`src/rtl/pot_pkg.sv`:
```
package pot_pkg;
    localparam int OP_W     = 4;
    localparam int ADR_W    = 4;
    localparam int DAT_W    = 8;
    localparam int WIPER_W  = 7;
    localparam int HDR_W    = OP_W + ADR_W;
    localparam int FRAME_W  = HDR_W + DAT_W;
    localparam int CNT_W    = $clog2(FRAME_W + 2);
    localparam int SHDN_BIT = 6;

    localparam logic [OP_W-1:0]  OP_WRITE  = 4'b0011;
    localparam logic [OP_W-1:0]  OP_READ   = 4'b0010;
    localparam logic [ADR_W-1:0] ADR_WIPER = 4'd0;
    localparam logic [ADR_W-1:0] ADR_CTRL  = 4'd2;

    typedef struct packed {
        logic               sck_p;
        logic               csn_p;
        logic               open;
        logic [CNT_W-1:0]   cnt;
        logic [FRAME_W-1:0] sh;
        logic [DAT_W-1:0]   tx;
        logic               rdok;
        logic               drv;
        logic               stb;
    } frame_st_t;

    function automatic logic addr_ok(input logic [ADR_W-1:0] a);
        return (a == ADR_WIPER) || (a == ADR_CTRL);
    endfunction
endpackage

```
`src/rtl/pot_sync.sv`:
```
module pot_sync #(
    parameter int          N       = 3,
    parameter logic [N-1:0] RST_VAL = '0
) (
    input  logic         clk,
    input  logic         rst_n,
    input  logic [N-1:0] din,
    output logic [N-1:0] dout
);
    logic [N-1:0] s1_q;
    logic [N-1:0] s2_q;

    for (genvar i = 0; i < N; i++) begin : g_bit
        always_ff @(posedge clk or negedge rst_n) begin
            if (!rst_n) begin
                s1_q[i] <= RST_VAL[i];
                s2_q[i] <= RST_VAL[i];
            end else begin
                s1_q[i] <= din[i];
                s2_q[i] <= s1_q[i];
            end
        end
    end

    assign dout = s2_q;
endmodule

```
`src/rtl/pot_frame.sv`:
```
module pot_frame
    import pot_pkg::*;
(
    input  logic             clk,
    input  logic             rst_n,
    input  logic             sck_s,
    input  logic             csn_s,
    input  logic             sdi_s,
    input  logic [DAT_W-1:0] rd_data,
    output logic [ADR_W-1:0] rd_addr,
    output logic             wr_stb,
    output logic [ADR_W-1:0] wr_addr,
    output logic [DAT_W-1:0] wr_data,
    output logic             sdo_low
);
    localparam int OP_LO = ADR_W + DAT_W;

    frame_st_t q, d;
    logic [FRAME_W-1:0] shifted;
    logic [OP_W-1:0]    hdr_op;
    logic rise, fall, cs_fall, cs_rise;

    always_comb begin
        d        = q;
        d.sck_p  = sck_s;
        d.csn_p  = csn_s;
        d.stb    = 1'b0;
        shifted  = {q.sh[FRAME_W-2:0], sdi_s};
        rd_addr  = shifted[ADR_W-1:0];
        hdr_op   = shifted[HDR_W-1:ADR_W];
        rise     = sck_s & ~q.sck_p;
        fall     = ~sck_s & q.sck_p;
        cs_fall  = ~csn_s & q.csn_p;
        cs_rise  = csn_s & ~q.csn_p;

        if (cs_fall) begin
            d.open = 1'b1;
            d.cnt  = '0;
            d.drv  = 1'b0;
            d.rdok = 1'b0;
        end else if (csn_s) begin
            d.drv = 1'b0;
            if (cs_rise && q.open && q.cnt == CNT_W'(FRAME_W)
                && q.sh[FRAME_W-1:OP_LO] == OP_WRITE
                && addr_ok(q.sh[OP_LO-1:DAT_W])) begin
                d.stb = 1'b1;
            end
        end else if (q.open) begin
            if (rise && q.cnt != CNT_W'(FRAME_W + 1)) begin
                d.cnt = q.cnt + 1'b1;
                d.sh  = shifted;
                if (q.cnt == CNT_W'(HDR_W - 1)) begin
                    d.rdok = (hdr_op == OP_READ) && addr_ok(rd_addr);
                    d.tx   = rd_data;
                end
            end else if (fall) begin
                if (q.cnt == CNT_W'(HDR_W) && q.rdok) begin
                    d.drv = 1'b1;
                end else if (q.drv) begin
                    d.tx = {q.tx[DAT_W-2:0], 1'b0};
                end
            end
        end
    end

    always_ff @(posedge clk or negedge rst_n) begin
        if (!rst_n) begin
            q <= '0;
        end else begin
            q <= d;
        end
    end

    assign wr_stb  = q.stb;
    assign wr_addr = q.sh[OP_LO-1:DAT_W];
    assign wr_data = q.sh[DAT_W-1:0];
    assign sdo_low = q.drv & ~q.tx[DAT_W-1] & ~csn_s;

    p_release_idle_r8: assert property (@(posedge clk) disable iff (!rst_n)
        csn_s |-> !sdo_low);
    p_locked_no_write_r9: assert property (@(posedge clk) disable iff (!rst_n)
        wr_stb |-> $past(q.open));
    p_full_frame_r7: assert property (@(posedge clk) disable iff (!rst_n)
        wr_stb |-> ($past(q.cnt) == CNT_W'(FRAME_W)));
endmodule

```
`src/rtl/pot_regs.sv`:
```
module pot_regs
    import pot_pkg::*;
#(
    parameter logic [WIPER_W-1:0] IVR_INIT  = 7'h25,
    parameter int                 NV_CYCLES = 40
) (
    input  logic               clk,
    input  logic               rst_n,
    input  logic               nv_ready,
    input  logic               wr_stb,
    input  logic [ADR_W-1:0]   wr_addr,
    input  logic [DAT_W-1:0]   wr_data,
    input  logic [ADR_W-1:0]   rd_addr,
    output logic [DAT_W-1:0]   rd_data,
    output logic [WIPER_W-1:0] wiper,
    output logic               ctrl_shdn,
    output logic [WIPER_W-1:0] nv_data,
    output logic               nv_busy
);
    localparam int BUSY_W = $clog2(NV_CYCLES + 1);
    localparam logic [WIPER_W-1:0] MID_CODE = WIPER_W'(1) << (WIPER_W - 1);

    typedef struct packed {
        logic [WIPER_W-1:0] wiper;
        logic [WIPER_W-1:0] ivr;
        logic [DAT_W-1:0]   ctrl;
        logic               loaded;
        logic [BUSY_W-1:0]  busy_cnt;
    } regs_st_t;

    regs_st_t q, d;

    always_comb begin
        d = q;
        if (q.busy_cnt != '0) begin
            d.busy_cnt = q.busy_cnt - 1'b1;
        end
        if (!q.loaded && nv_ready) begin
            d.wiper  = q.ivr;
            d.loaded = 1'b1;
        end
        if (wr_stb) begin
            if (wr_addr == ADR_WIPER) begin
                if (q.busy_cnt == '0) begin
                    d.wiper    = wr_data[WIPER_W-1:0];
                    d.ivr      = wr_data[WIPER_W-1:0];
                    d.busy_cnt = BUSY_W'(NV_CYCLES);
                end
            end else if (wr_addr == ADR_CTRL) begin
                d.ctrl = wr_data;
            end
        end
    end

    always_ff @(posedge clk or negedge rst_n) begin
        if (!rst_n) begin
            q.wiper    <= MID_CODE;
            q.ivr      <= IVR_INIT;
            q.ctrl     <= '0;
            q.loaded   <= 1'b0;
            q.busy_cnt <= '0;
        end else begin
            q <= d;
        end
    end

    assign rd_data   = (rd_addr == ADR_CTRL) ? q.ctrl
                                              : {{(DAT_W-WIPER_W){1'b0}}, q.wiper};
    assign wiper     = q.wiper;
    assign ctrl_shdn = q.ctrl[SHDN_BIT];
    assign nv_data   = q.ivr;
    assign nv_busy   = (q.busy_cnt != '0);

    p_busy_ignore_r5: assert property (@(posedge clk) disable iff (!rst_n)
        (wr_stb && wr_addr == ADR_WIPER && nv_busy) |=> $stable(q.ivr));
    p_reload_copy_r2: assert property (@(posedge clk) disable iff (!rst_n)
        $rose(q.loaded) |-> (q.wiper == q.ivr));
    p_ctrl_update_r10: assert property (@(posedge clk) disable iff (!rst_n)
        (wr_stb && wr_addr == ADR_CTRL) |=> (q.ctrl == $past(wr_data)));
    p_wiper_kept_r11: assert property (@(posedge clk) disable iff (!rst_n)
        (!wr_stb && q.loaded) |=> $stable(q.wiper));
endmodule

```
`src/rtl/spi_pot_core.sv`:
```
module spi_pot_core
    import pot_pkg::*;
#(
    parameter logic [WIPER_W-1:0] IVR_INIT  = 7'h25,
    parameter int                 NV_CYCLES = 40
) (
    input  logic               clk,
    input  logic               rst_n,
    input  logic               sck,
    input  logic               csn,
    input  logic               sdi,
    input  logic               shdn_n,
    input  logic               nv_ready,
    output logic [WIPER_W-1:0] tap_sel,
    output logic               array_off,
    output logic               sdo_low,
    output logic [WIPER_W-1:0] nv_data,
    output logic               nv_busy
);
    logic [2:0]         pins_s;
    logic [ADR_W-1:0]   rd_addr, wr_addr;
    logic [DAT_W-1:0]   rd_data, wr_data;
    logic               wr_stb, ctrl_shdn, shut;
    logic [WIPER_W-1:0] wiper;

    pot_sync #(.N(3), .RST_VAL(3'b000)) u_sync (
        .clk   (clk),
        .rst_n (rst_n),
        .din   ({sck, csn, sdi}),
        .dout  (pins_s)
    );

    pot_frame u_frame (
        .clk     (clk),
        .rst_n   (rst_n),
        .sck_s   (pins_s[2]),
        .csn_s   (pins_s[1]),
        .sdi_s   (pins_s[0]),
        .rd_data (rd_data),
        .rd_addr (rd_addr),
        .wr_stb  (wr_stb),
        .wr_addr (wr_addr),
        .wr_data (wr_data),
        .sdo_low (sdo_low)
    );

    pot_regs #(.IVR_INIT(IVR_INIT), .NV_CYCLES(NV_CYCLES)) u_regs (
        .clk       (clk),
        .rst_n     (rst_n),
        .nv_ready  (nv_ready),
        .wr_stb    (wr_stb),
        .wr_addr   (wr_addr),
        .wr_data   (wr_data),
        .rd_addr   (rd_addr),
        .rd_data   (rd_data),
        .wiper     (wiper),
        .ctrl_shdn (ctrl_shdn),
        .nv_data   (nv_data),
        .nv_busy   (nv_busy)
    );

    assign shut      = ~shdn_n | ctrl_shdn;
    assign array_off = shut;
    assign tap_sel   = shut ? '0 : wiper;

    p_pin_shutdown_r10: assert property (@(posedge clk) disable iff (!rst_n)
        !shdn_n |-> (array_off && tap_sel == '0));
    p_tap_follows_r11: assert property (@(posedge clk) disable iff (!rst_n)
        (!array_off && $past(!array_off) && !$past(wr_stb)) |-> $stable(tap_sel) || $rose(u_regs.q.loaded));
endmodule

```
`config.mk`:
```
export PLATFORM = sky130hd
export DESIGN_NAME = spi_pot_core
export DESIGN_NICKNAME = d
export VERILOG_FILES = /design/src/rtl/pot_pkg.sv /design/src/rtl/pot_sync.sv /design/src/rtl/pot_frame.sv /design/src/rtl/pot_regs.sv /design/src/rtl/spi_pot_core.sv
export SDC_FILE = /design/constraint.sdc
export NUM_CORES = 1
export LEC_CHECK = 0
export BUFFER_PORTS_ARGS = -buffer_cell sky130_fd_sc_hd__buf_2
export CAP_MARGIN = 20
export CORE_MARGIN = 5
export CORE_UTILIZATION = 50
export CTS_BUF_LIST = sky130_fd_sc_hd__clkbuf_4 sky130_fd_sc_hd__clkbuf_8
export CTS_CLUSTER_DIAMETER = 40
export DETAILED_ROUTE_END_ITERATION = 7
export PLACE_DENSITY_LB_ADDON = 0.05
export SYNTH_ARGS = -nofsm -noshare
export SYNTH_HDL_FRONTEND = slang
export SYNTH_HIERARCHICAL = 1
export SYNTH_SLANG_ARGS = --single-unit
```
`constraint.sdc`:
```
create_clock -name clk -period 3 [get_ports clk]
set_input_delay 0.45 -clock clk [delete_from_list [all_inputs] [get_ports clk]]
set_output_delay 0.45 -clock clk [all_outputs]
set_load 0.1 [all_outputs]
```
==> results.py, run 1 <==
metrics = {
    "global_routing": {
        "grt_max_degree": 34,
        "grt_pass1_wl_um": 10200,
        "grt_pass1_vias": 2013,
        "grtUsageTotal_pct": 14.9,
        "grt_overflow": 0,
        "antenna_found_initial": 0,
    },
    "route": {
        "antenna_left": 0,
        "drtIter0Drc": 31,
        "drt-total-wl_um": 5860,
        "dr.pass1.iters": 4,
        "vias": 1895,
        "drc_errors": 0,
        "wl_per_cell_um": 15.7,
        "viasPerCell": 5.09,
    },
    "timing": {
        "fin_hold_ws_ps": 178,
        "final_hold_viol_count": 0,
        "fmax_mhz": 428,
        "relSlewSlack_pct": 49.6,
        "setup_tns_ps": 0,
        "rsz0062_at_grt": "no",
        "slew_viol_final": 0,
        "worstMarginPinSlew_ps": 754,
        "post-route-min-period_ps": 2340,
        "fin_crit_sh_pct": 77.9,
        "setup-violations-final": 0,
        "finalClockSkew_ps": 10.4,
    },
    "cells_and_area": {
        "drive_above_1_share_pct": 48.2,
        "area_growth_pct": 6.63,
        "diodes": 0,
        "fillCellCount": 615,
        "nNetsFinal": 283,
        "seqCellArea_um2": 1760,
        "multiInputGateArea_um2": 1460,
    },
    "min_path": {
        "hp-class": "input port to async pin",
    },
    "logic_synthesis": {
        "synth_edf_count": 0,
        "synthCells": 267,
        "async_reset_ff_share_pct": 100,
        "synth_seq_cells": 70,
        "synth_nets": 279,
        "synthDistinctLibCells": 47,
        "yosysSeqAreaShare_pct": 50.1,
        "synth_top_cell_by_area": "dfrtp_1",
        "synth.cell_area_um2": 3510,
        "avgSynthCellArea_um2": 13.1,
        "synth_top_cell_area_share_pct": 47.1,
        "ys_top_cells_by_area": "dfrtp_1 47%, mux2_2 21%, buf_4 6.4%",
        "synth_flop_cell": "dfrtp_1",
        "yosysWarnings": 6,
    },
    "run": {
        "drv_cap": 0,
    },
    "setup_path": {
        "path_cells": "inv_1, ha_1, nand2b_1, or2_2, buf_2",
        "critical_path_class": "flop to output pin",
        "crit_required_ps": 2550,
        "worst_r2r_startpoint": "u_frame/rd_addr[3]",
        "start_kind": "flop",
        "cpPeakStageDelay_ps": 420,
        "endpoint_kind": "output pin",
        "crit_buf_inv": 2,
        "path_max_fanout": 6,
        "startpoint": "u_regs/q[0]",
        "worstPathArrival_ps": 1890,
        "cp_top_family": "simple AND/OR/NAND/NOR gates",
        "crit_slowest_cell": "dfrtp_1",
    },
    "clock_network": {
        "cts-root-buf": "clkbuf_8",
        "clock_sinks": 70,
        "hold_buffers": 0,
        "clk_pin_slew_ps": 80,
        "cts_buffers": 9,
        "h-tree-depth": 3,
        "clk_latency_ps": 330,
        "ctsResizeCount": 0,
        "cts_setup_buffers": 0,
        "cts_tree": "yes",
        "cts_buffer_depth": 2,
    },
    "placement": {
        "gp_congestion": 0.746,
        "io_buffers": 23,
        "hpwl_um": 4100,
    },
    "die": {
        "dieArea_um2": 8790,
        "io_pins": 24,
        "core_um2": 6830,
        "die_x_um": 93.8,
        "row_count": 30,
        "die_y_um": 93.8,
        "start_util_pct": 51.4,
    },
    "power_and_ir_drop": {
        "ir_worst_vdd_v": 0.000281,
        "p_leak_uw": 0.00184,
        "power_per_cell_area_nw_per_um2": 526,
    },
    "outcome": {
        "status": "completed",
    },
}
-- per-layer routing --
layer,GRT usage [%],vias up,part of all wire [%]
met5,0,-,0
met4,5.78,0,0.97
met3,3.29,6,2.7
met2,21.6,23,45
met1,21.7,939,51
li1,-,927,-
-- registers in the layout, summed over array words and instances (netlist names) --
name and flops:
u_frame/q 22, u_frame/rd_addr 3, u_frame/wr_addr 4, u_frame/wr_data 5
u_frame/wr_stb 1, u_regs/ctrl_shdn 1, u_regs/nv_data 7, u_regs/q 14
u_regs/wiper 7, u_sync/dout 3, u_sync/s1_q 3
-- final timing paths --
| check | endpoint | depth (start not counted) | slack, ps |
|---|---|---|---|
| worst max-delay path | nv_busy | 5 | 660 |
| min in group clk | u_sync/s1_q[1] | 1 | 220 |
| worst min register to register | u_sync/dout[2] | 0 | 340 |
| max in group asynchronous | u_regs/nv_data[2] | 2 | 2010 |
| worst min-delay path | u_frame/q[24] | 1 | 180 |
| worst max register to register | u_frame/q[9] | 4 | 830 |
-- report_power, final --
part / total, uW / switching (uW) / internal, uW
clock: 838 / 351 / 488
sequential: 1020 / 48.9 / 974
combinational: 106 / 57.3 / 48.5
-- metrics by stage --
| step | utilization, % | cell area, um2 | cells | setup WS (ps) | total power [uW] |
|---|---|---|---|---|---|
| global placement | 51.5 | 3520 | 356 | 782 | 1150 |
| floorplan | - | 3510 | 267 | 876 | 1140 |
| CTS | 54.8 | 3740 | 372 | 615 | 2000 |
| detailed placement | 51.5 | 3520 | 356 | 775 | 1150 |
| finish | 54.8 | 3740 | 372 | 664 | 1970 |
| global route | 54.8 | 3740 | 372 | 541 | 2060 |
-- cells by family after synthesis --
group	Yosys count	share of synthesized area, %
muxes	71	22.7
DFF	70	50.1
and+or+nand+nor	60	12.8
buffers and inverters	42	8.38
AOI/OAI and AO/OA	15	3.28
adders and majority gates	5	1.78
xor gates and xnor gates	4	0.998
-- layout by cell type, fill, tap and decap left out, types with 3 or more instances in the layout --
master / count
and3b_1: 7
nor4_1: 4
nor3_1: 4
ha_1: 5
or2_2: 4
nand2b_1: 5
buf_2: 23
mux2_2: 67
nand2_1: 7
dfrtp_1: 66
inv_1: 7
mux2i_1: 3
buf_4: 5
xor2_1: 3
o21ai_0: 6
clkbuf_8: 10
dfstp_2: 4
nor2_1: 7
-- synth_stat cells, types with 2 or more instances --
| library cell | n |
|---|---|
| and3b_1 | 7 |
| buf_4 | 30 |
| buf_6 | 3 |
| dfrtp_1 | 66 |
| dfstp_2 | 4 |
| ha_1 | 5 |
| inv_1 | 7 |
| mux2_2 | 67 |
| mux2i_1 | 3 |
| nand2_1 | 7 |
| nand2b_1 | 5 |
| nand3_1 | 2 |
| nand4_1 | 2 |
| nor2_1 | 7 |
| nor2b_1 | 2 |
| nor3_1 | 4 |
| nor3b_1 | 2 |
| nor4_1 | 4 |
| o21ai_0 | 6 |
| o31a_2 | 2 |
| or2_2 | 4 |
| xor2_1 | 3 |
-- cell type report --
| type | count | area share [%] |
|---|---|---|
| Sequential cell | 70 | 46.9 |
| Clock inverter | 6 | 2.27 |
| Tap cell | 96 | 3.21 |
| Inverter | 7 | 0.702 |
| Clock buffer | 10 | 3.68 |
| Multi-Input combinational cell | 155 | 39.1 |
| Timing Repair Buffer | 28 | 4.08 |
Note: power is estimated with default switching activity, not from simulation.
==> run 2, diff against run 1 <==
==> constraint.sdc (replaced) <==
create_clock -name clk -period 1.95 [get_ports clk]
set_input_delay 0.2925 -clock clk [delete_from_list [all_inputs] [get_ports clk]]
set_output_delay 0.2925 -clock clk [all_outputs]
set_load 0.1 [all_outputs]
==> run 2 against run 1 <==
Via count increased by 5.7%. Largest power group unchanged. Highest routed layer unchanged. Combinational power increased to 2.6 times the previous value. Count of clock-buffer cells in the layout is 1 higher. Clock skew decreased by 2.9 ps. Sequential share of layout area is 3.1 points lower. Worst setup slack lost 610 ps.
==> results.py, run 2 (synthesized netlist as in run 1, its figures left out) <==
metrics = {
    "cells_and_area": {
        "biggestRegsByFlops": "u_frame/q: 22 flops, u_regs/q: 14 flops",
        "nNetsFinal": 307,
        "area_growth_pct": 14.1,
        "diodes": 0,
        "final_util_pct": 58.6,
        "registers.top_by_ff_count": "u_frame/q",
        "layout_common_cells": "66 x dfrtp_1, 64 x mux2_2, 23 x buf_2, 22 x buf_4, 9 x clkbuf_8",
        "drive_above_1_share_pct": 54.0,
        "final_common_cell": "dfrtp_1",
        "largest_reg_flops": 22,
    },
    "die": {
        "dieArea_um2": 8790,
        "core_um2": 6830,
        "start_util_pct": 51.4,
        "die_x_um": 93.8,
        "io_pins": 24,
        "die_y_um": 93.8,
        "row_count": 30,
    },
    "timing": {
        "worstMarginPinSlew_ps": 494,
        "fmax_mhz": 526,
        "rsz0062_at_grt": "no",
        "final_hold_viol_count": 0,
        "slew_viol_final": 0,
        "fin_crit_sh_pct": 97.4,
        "relSlewSlack_pct": 67.3,
        "post-route-min-period_ps": 1900,
        "setup-violations-final": 0,
        "finalClockSkew_ps": 7.56,
        "worst_slack_ps": 50.0,
    },
    "clock_network": {
        "cts_buffer_depth": 2,
        "clock_sinks": 70,
        "clk_pin_slew_ps": 70,
        "h-tree-depth": 3,
        "clk_latency_ps": 340,
        "cts_tree": "yes",
        "cts-root-buf": "clkbuf_8",
        "cts_buffers": 9,
    },
    "setup_path": {
        "crit_required_ps": 1660,
        "critical_path_class": "flop to output pin",
        "worstPathArrival_ps": 1610,
        "endpoint_kind": "output pin",
        "path_max_fanout": 4,
        "start_kind": "flop",
    },
    "route": {
        "vias": 2003,
        "dr.pass1.iters": 4,
        "drc_errors": 0,
        "wl_per_cell_um": 15.5,
        "antenna_left": 0,
        "drt-total-wl_um": 6130,
        "viasPerCell": 5.06,
        "drtIter0Drc": 39,
    },
    "global_routing": {
        "grtUsageTotal_pct": 15.5,
        "met2_usage_pct": 21.3,
        "grt_pass1_wl_um": 10400,
        "grt_overflow": 0,
        "antenna_found_initial": 0,
        "grt_use_met3_pct": 2.96,
        "grt_max_degree": 47,
        "globalRoute.busiestLayer": "met1",
        "grt_pass1_vias": 2004,
        "met1_usage_pct": 22.3,
    },
    "run": {
        "drv_cap": 0,
    },
    "placement": {
        "place_ws_ps": 62.6,
        "hpwl_um": 4190,
        "io_buffers": 23,
        "gp_congestion": 0.734,
    },
    "outcome": {
        "status": "completed",
    },
    "power_and_ir_drop": {
        "ir_worst_vdd_v": 0.000474,
        "power_per_cell_area_nw_per_um2": 708,
        "p_total_uw": 2830,
        "p_leak_uw": 0.00198,
    },
    "min_path": {
        "hp-class": "input port to flop",
    },
}
## run 2: cell count changes in the layout (fill, tap and decap cells not counted), sizes merged
| cell | before | now |
|---|---|---|
| buf | 28 | 51 |
| bufinv | 2 | 0 |
| clkinv | 2 | 4 |
| clkbuf | 10 | 11 |
| clkinvlp | 2 | 1 |
| dlygate4sd3 | 0 | 1 |
## run 2: repair_timing
item	4_1_cts	5_1_grt
buffers inserted	3	2
pin swaps	0	3
hold buffers	1	0
setup endpoints to repair	1	8
cloned	0	1
endpoints found under the hold margin	20	0
gates resized for setup	1	9
## run 2: through the flow
step | hold WS [ps] | setup TNS, ps | cells | area [um2]
4_1_cts | 28.3 | 0 | 393 | 3950
3_5_place_dp | 124 | 0 | 373 | 3740
6_report | 46.5 | 0 | 396 | 4000
2_1_floorplan | -3.09 | -573 | 267 | 3540
3_3_place_gp | 126 | 0 | 373 | 3740
5_1_grt | 27.8 | 0 | 396 | 4000
## run 2: per-layer routing
layer  part of all wire [%]  routed length [um]  vias up
li1                       -                   -      980
met4                    2.8                 169        0
met5                      0                   0        -
met3                    3.3                 203       12
met1                     51                3130      983
met2                     43                2630       28
## run 2: layout make-up
class | count | area, um2
Inverter | 7 | 26.3
Sequential cell | 70 | 1760
Multi-Input combinational cell | 155 | 1520
Timing Repair Buffer | 52 | 410
Fill cell | 572 | 2830
Clock inverter | 5 | 27.5
Tap cell | 96 | 120
Clock buffer | 11 | 139
## run 2: critical path: stages (launching register included)
cell and delay, ps:
dfrtp_1 390, or3_4 430, or2_4 280, buf_12 170
## run 2: path summary, 6_finish.rpt
kind                                    startpoint             end  slack, ps  cells past startpoint
worst max-delay path                   u_regs/q[4]         nv_busy         50                      3
worst min-delay path                           sdi  u_sync/s1_q[0]         50                      1
worst max register to register  u_frame/rd_addr[3]    u_frame/q[8]         90                      5
worst min register to register      u_sync/s1_q[1]  u_sync/dout[1]        350                      0
max in group asynchronous                    rst_n    u_regs/q[10]       1180                      3
min in group asynchronous                    rst_n     u_regs/q[4]        310                      2
## run 2: power by group
part | switching (uW) | total, uW | internal, uW
clock network | 527 | 1010 | 481
logic | 140 | 276 | 136
registers | 51.5 | 1550 | 1500
==> run 3, diff against run 2 <==
--- a/config.mk
+++ b/config.mk
@@ -8,7 +8,7 @@
 export BUFFER_PORTS_ARGS = -buffer_cell sky130_fd_sc_hd__buf_2
 export CAP_MARGIN = 20
 export CORE_MARGIN = 5
-export CORE_UTILIZATION = 50
+export CORE_UTILIZATION = 44
 export CTS_BUF_LIST = sky130_fd_sc_hd__clkbuf_4 sky130_fd_sc_hd__clkbuf_8
 export CTS_CLUSTER_DIAMETER = 40
 export DETAILED_ROUTE_END_ITERATION = 7
==> run 3 against run 2 <==
Via count is 1.4% higher. Routed wire length is 3.7% higher. Worst setup slack worse by 5.5 ps. Combinational power is 3% lower. Total power is 16% higher. Largest cell class unchanged.
==> results.py, run 3 (synthesized netlist as in run 1, its figures left out) <==
metrics = {
    "cells_and_area": {
        "final_util_pct": 52.6,
        "area_growth_pct": 16.4,
        "stdcell_count": 401,
        "diodes": 0,
        "biggestRegsByFlops": "u_frame/q: 22 flops, u_regs/q: 14 flops",
        "nNetsFinal": 306,
        "registers.top_by_ff_count": "u_frame/q",
        "layout_common_cells": "66 x dfrtp_1, 65 x mux2_2, 23 x buf_4, 22 x buf_2, 10 x clkbuf_8",
        "drive_above_1_share_pct": 53.8,
        "largest_reg_flops": 22,
        "final_common_cell": "dfrtp_1",
    },
    "timing": {
        "setup-violations-final": 0,
        "worstMarginPinSlew_ps": 494,
        "rsz0062_at_grt": "yes",
        "final_hold_viol_count": 0,
        "post-route-min-period_ps": 1910,
        "slew_viol_final": 0,
        "fin_crit_sh_pct": 97.7,
        "finalClockSkew_ps": 10.8,
        "relSlewSlack_pct": 67.3,
        "fmax_mhz": 525,
    },
    "power_and_ir_drop": {
        "pwr-share-seq_pct": 47.4,
        "p_total_uw": 3280,
        "p_sw_uw": 751,
        "ir_worst_vdd_v": 0.000434,
        "clock_power_share_pct": 44.4,
        "p_sw_share_pct": 22.9,
        "power.internal_uw": 2530,
        "p_leak_uw": 0.00201,
        "power_frac_comb_pct": 8.2,
        "power_per_cell_area_nw_per_um2": 803,
    },
    "placement": {
        "gp_congestion": 0.693,
        "io_buffers": 23,
        "dpl.cell_count": 379,
        "hpwl_um": 4250,
    },
    "outcome": {
        "status": "completed",
    },
    "setup_path": {
        "r2r_cells": 6,
        "worst_r2r_startpoint": "u_frame/q[27]",
        "reg2reg_slack_ps": 60,
        "crit_required_ps": 1660,
        "critical_path_class": "flop to output pin",
        "worstPathArrival_ps": 1610,
        "worstReg2RegEnd": "u_frame/q[10]",
        "endpoint_kind": "output pin",
        "path_max_fanout": 5,
        "start_kind": "flop",
    },
    "die": {
        "dieArea_um2": 9860,
        "io_pins": 24,
        "core_um2": 7770,
        "die_y_um": 99.3,
        "die_x_um": 99.3,
        "start_util_pct": 45.2,
        "row_count": 32,
    },
    "route": {
        "antenna_left": 0,
        "dr.pass1.iters": 4,
        "met1_length_um": 3240,
        "top_layer": "met4",
        "drc_errors": 0,
        "wl_met3_um": 242,
        "drtIter0Drc": 53,
        "viasPerCell": 5.07,
        "wl_per_cell_um": 15.9,
        "vias": 2032,
        "met2WireLength_um": 2790,
        "drt-total-wl_um": 6360,
    },
    "global_routing": {
        "grt_overflow": 0,
        "grt_max_degree": 71,
        "antenna_found_initial": 0,
        "grt_pass1_vias": 2070,
        "grt_pass1_wl_um": 10900,
        "grtUsageTotal_pct": 14.1,
    },
    "clock_network": {
        "clk_latency_ps": 340,
        "h-tree-depth": 3,
        "clk_pin_slew_ps": 80,
        "cts_buffers": 9,
        "cts-root-buf": "clkbuf_8",
        "cts_buffer_depth": 2,
        "clock_sinks": 70,
        "cts_tree": "yes",
    },
    "min_path": {
        "hold_path_depth": 1,
        "whs_endpoint": "u_sync/s1_q[0]",
        "min_from": "sdi",
        "hp-class": "input port to flop",
    },
    "run": {
        "drv_cap": 0,
    },
}
-- run 3: metal layers --
layer / global-route usage, % / vias to the layer above
met4: 5.04 / 0
met3: 3.72 / 5
met1: 20.7 / 1016
li1: - / 981
met2: 20.0 / 30
met5: 0 / -
-- run 3: layout make-up --
cell class                      count  area, um2
Fill cell                         691       3680
Clock inverter                      5        106
Clock buffer                       11        145
Multi-Input combinational cell    155       1530
Tap cell                          102        128
Sequential cell                    70       1760
Timing Repair Buffer               51        393
Inverter                            7       26.3
-- run 3: critical path, stage by stage, from the launching register on --
cell     delay (ps)
dfrtp_1         400
or3_4           430
or2_4           270
buf_12          170
-- run 3: worst max path at each step --
| stage | start | endpoint | slack (ps) | cells past startpoint |
|---|---|---|---|---|
| global placement | u_frame/q[33] | u_frame/q[6] | 60 | 5 |
| global route | u_frame/q[27] | u_frame/q[10] | -20 | 6 |
| floorplan | u_frame/wr_addr[0] | u_regs/nv_data[4] | -50 | 5 |
| finish | u_regs/q[4] | nv_busy | 40 | 3 |
| CTS | u_regs/q[2] | nv_busy | 5 | 3 |
| detailed placement | u_frame/q[27] | u_frame/q[10] | 40 | 6 |
-- run 3: power by group through the flow --
stage | registers, uW | logic (uW) | clock network [uW]
2_1_floorplan | 1570 | 213 | 0
3_3_place_gp | 1580 | 261 | 0
3_5_place_dp | 1580 | 263 | 0
4_1_cts | 1550 | 266 | 1500
5_1_grt | 1560 | 294 | 1570
6_report | 1550 | 268 | 1460
-- run 3: through the flow --
stage / area, um2 / setup slack, ps / hold WS, ps / setup TNS [ps]
after floorplan: 3540 / -50.8 / -3.09 / -573
after global placement: 3740 / 64.5 / 335 / 0
after detailed placement: 3740 / 44.9 / 340 / 0
after CTS: 4020 / 5.15 / 45.4 / 0
after global routing: 4080 / -19.7 / 37.5 / -96.8
final: 4080 / 44.5 / 59.8 / 0
-- run 3: repair_timing --
item | in CTS | in global routing
resized for setup | 1 | 10
buffers inserted | 2 | 2
endpoints found under the hold margin | 61 | 0
setup endpoints to repair | 1 | 8
pin swaps | 0 | 2
cloned | 0 | 1
hold buffers | 1 | 0
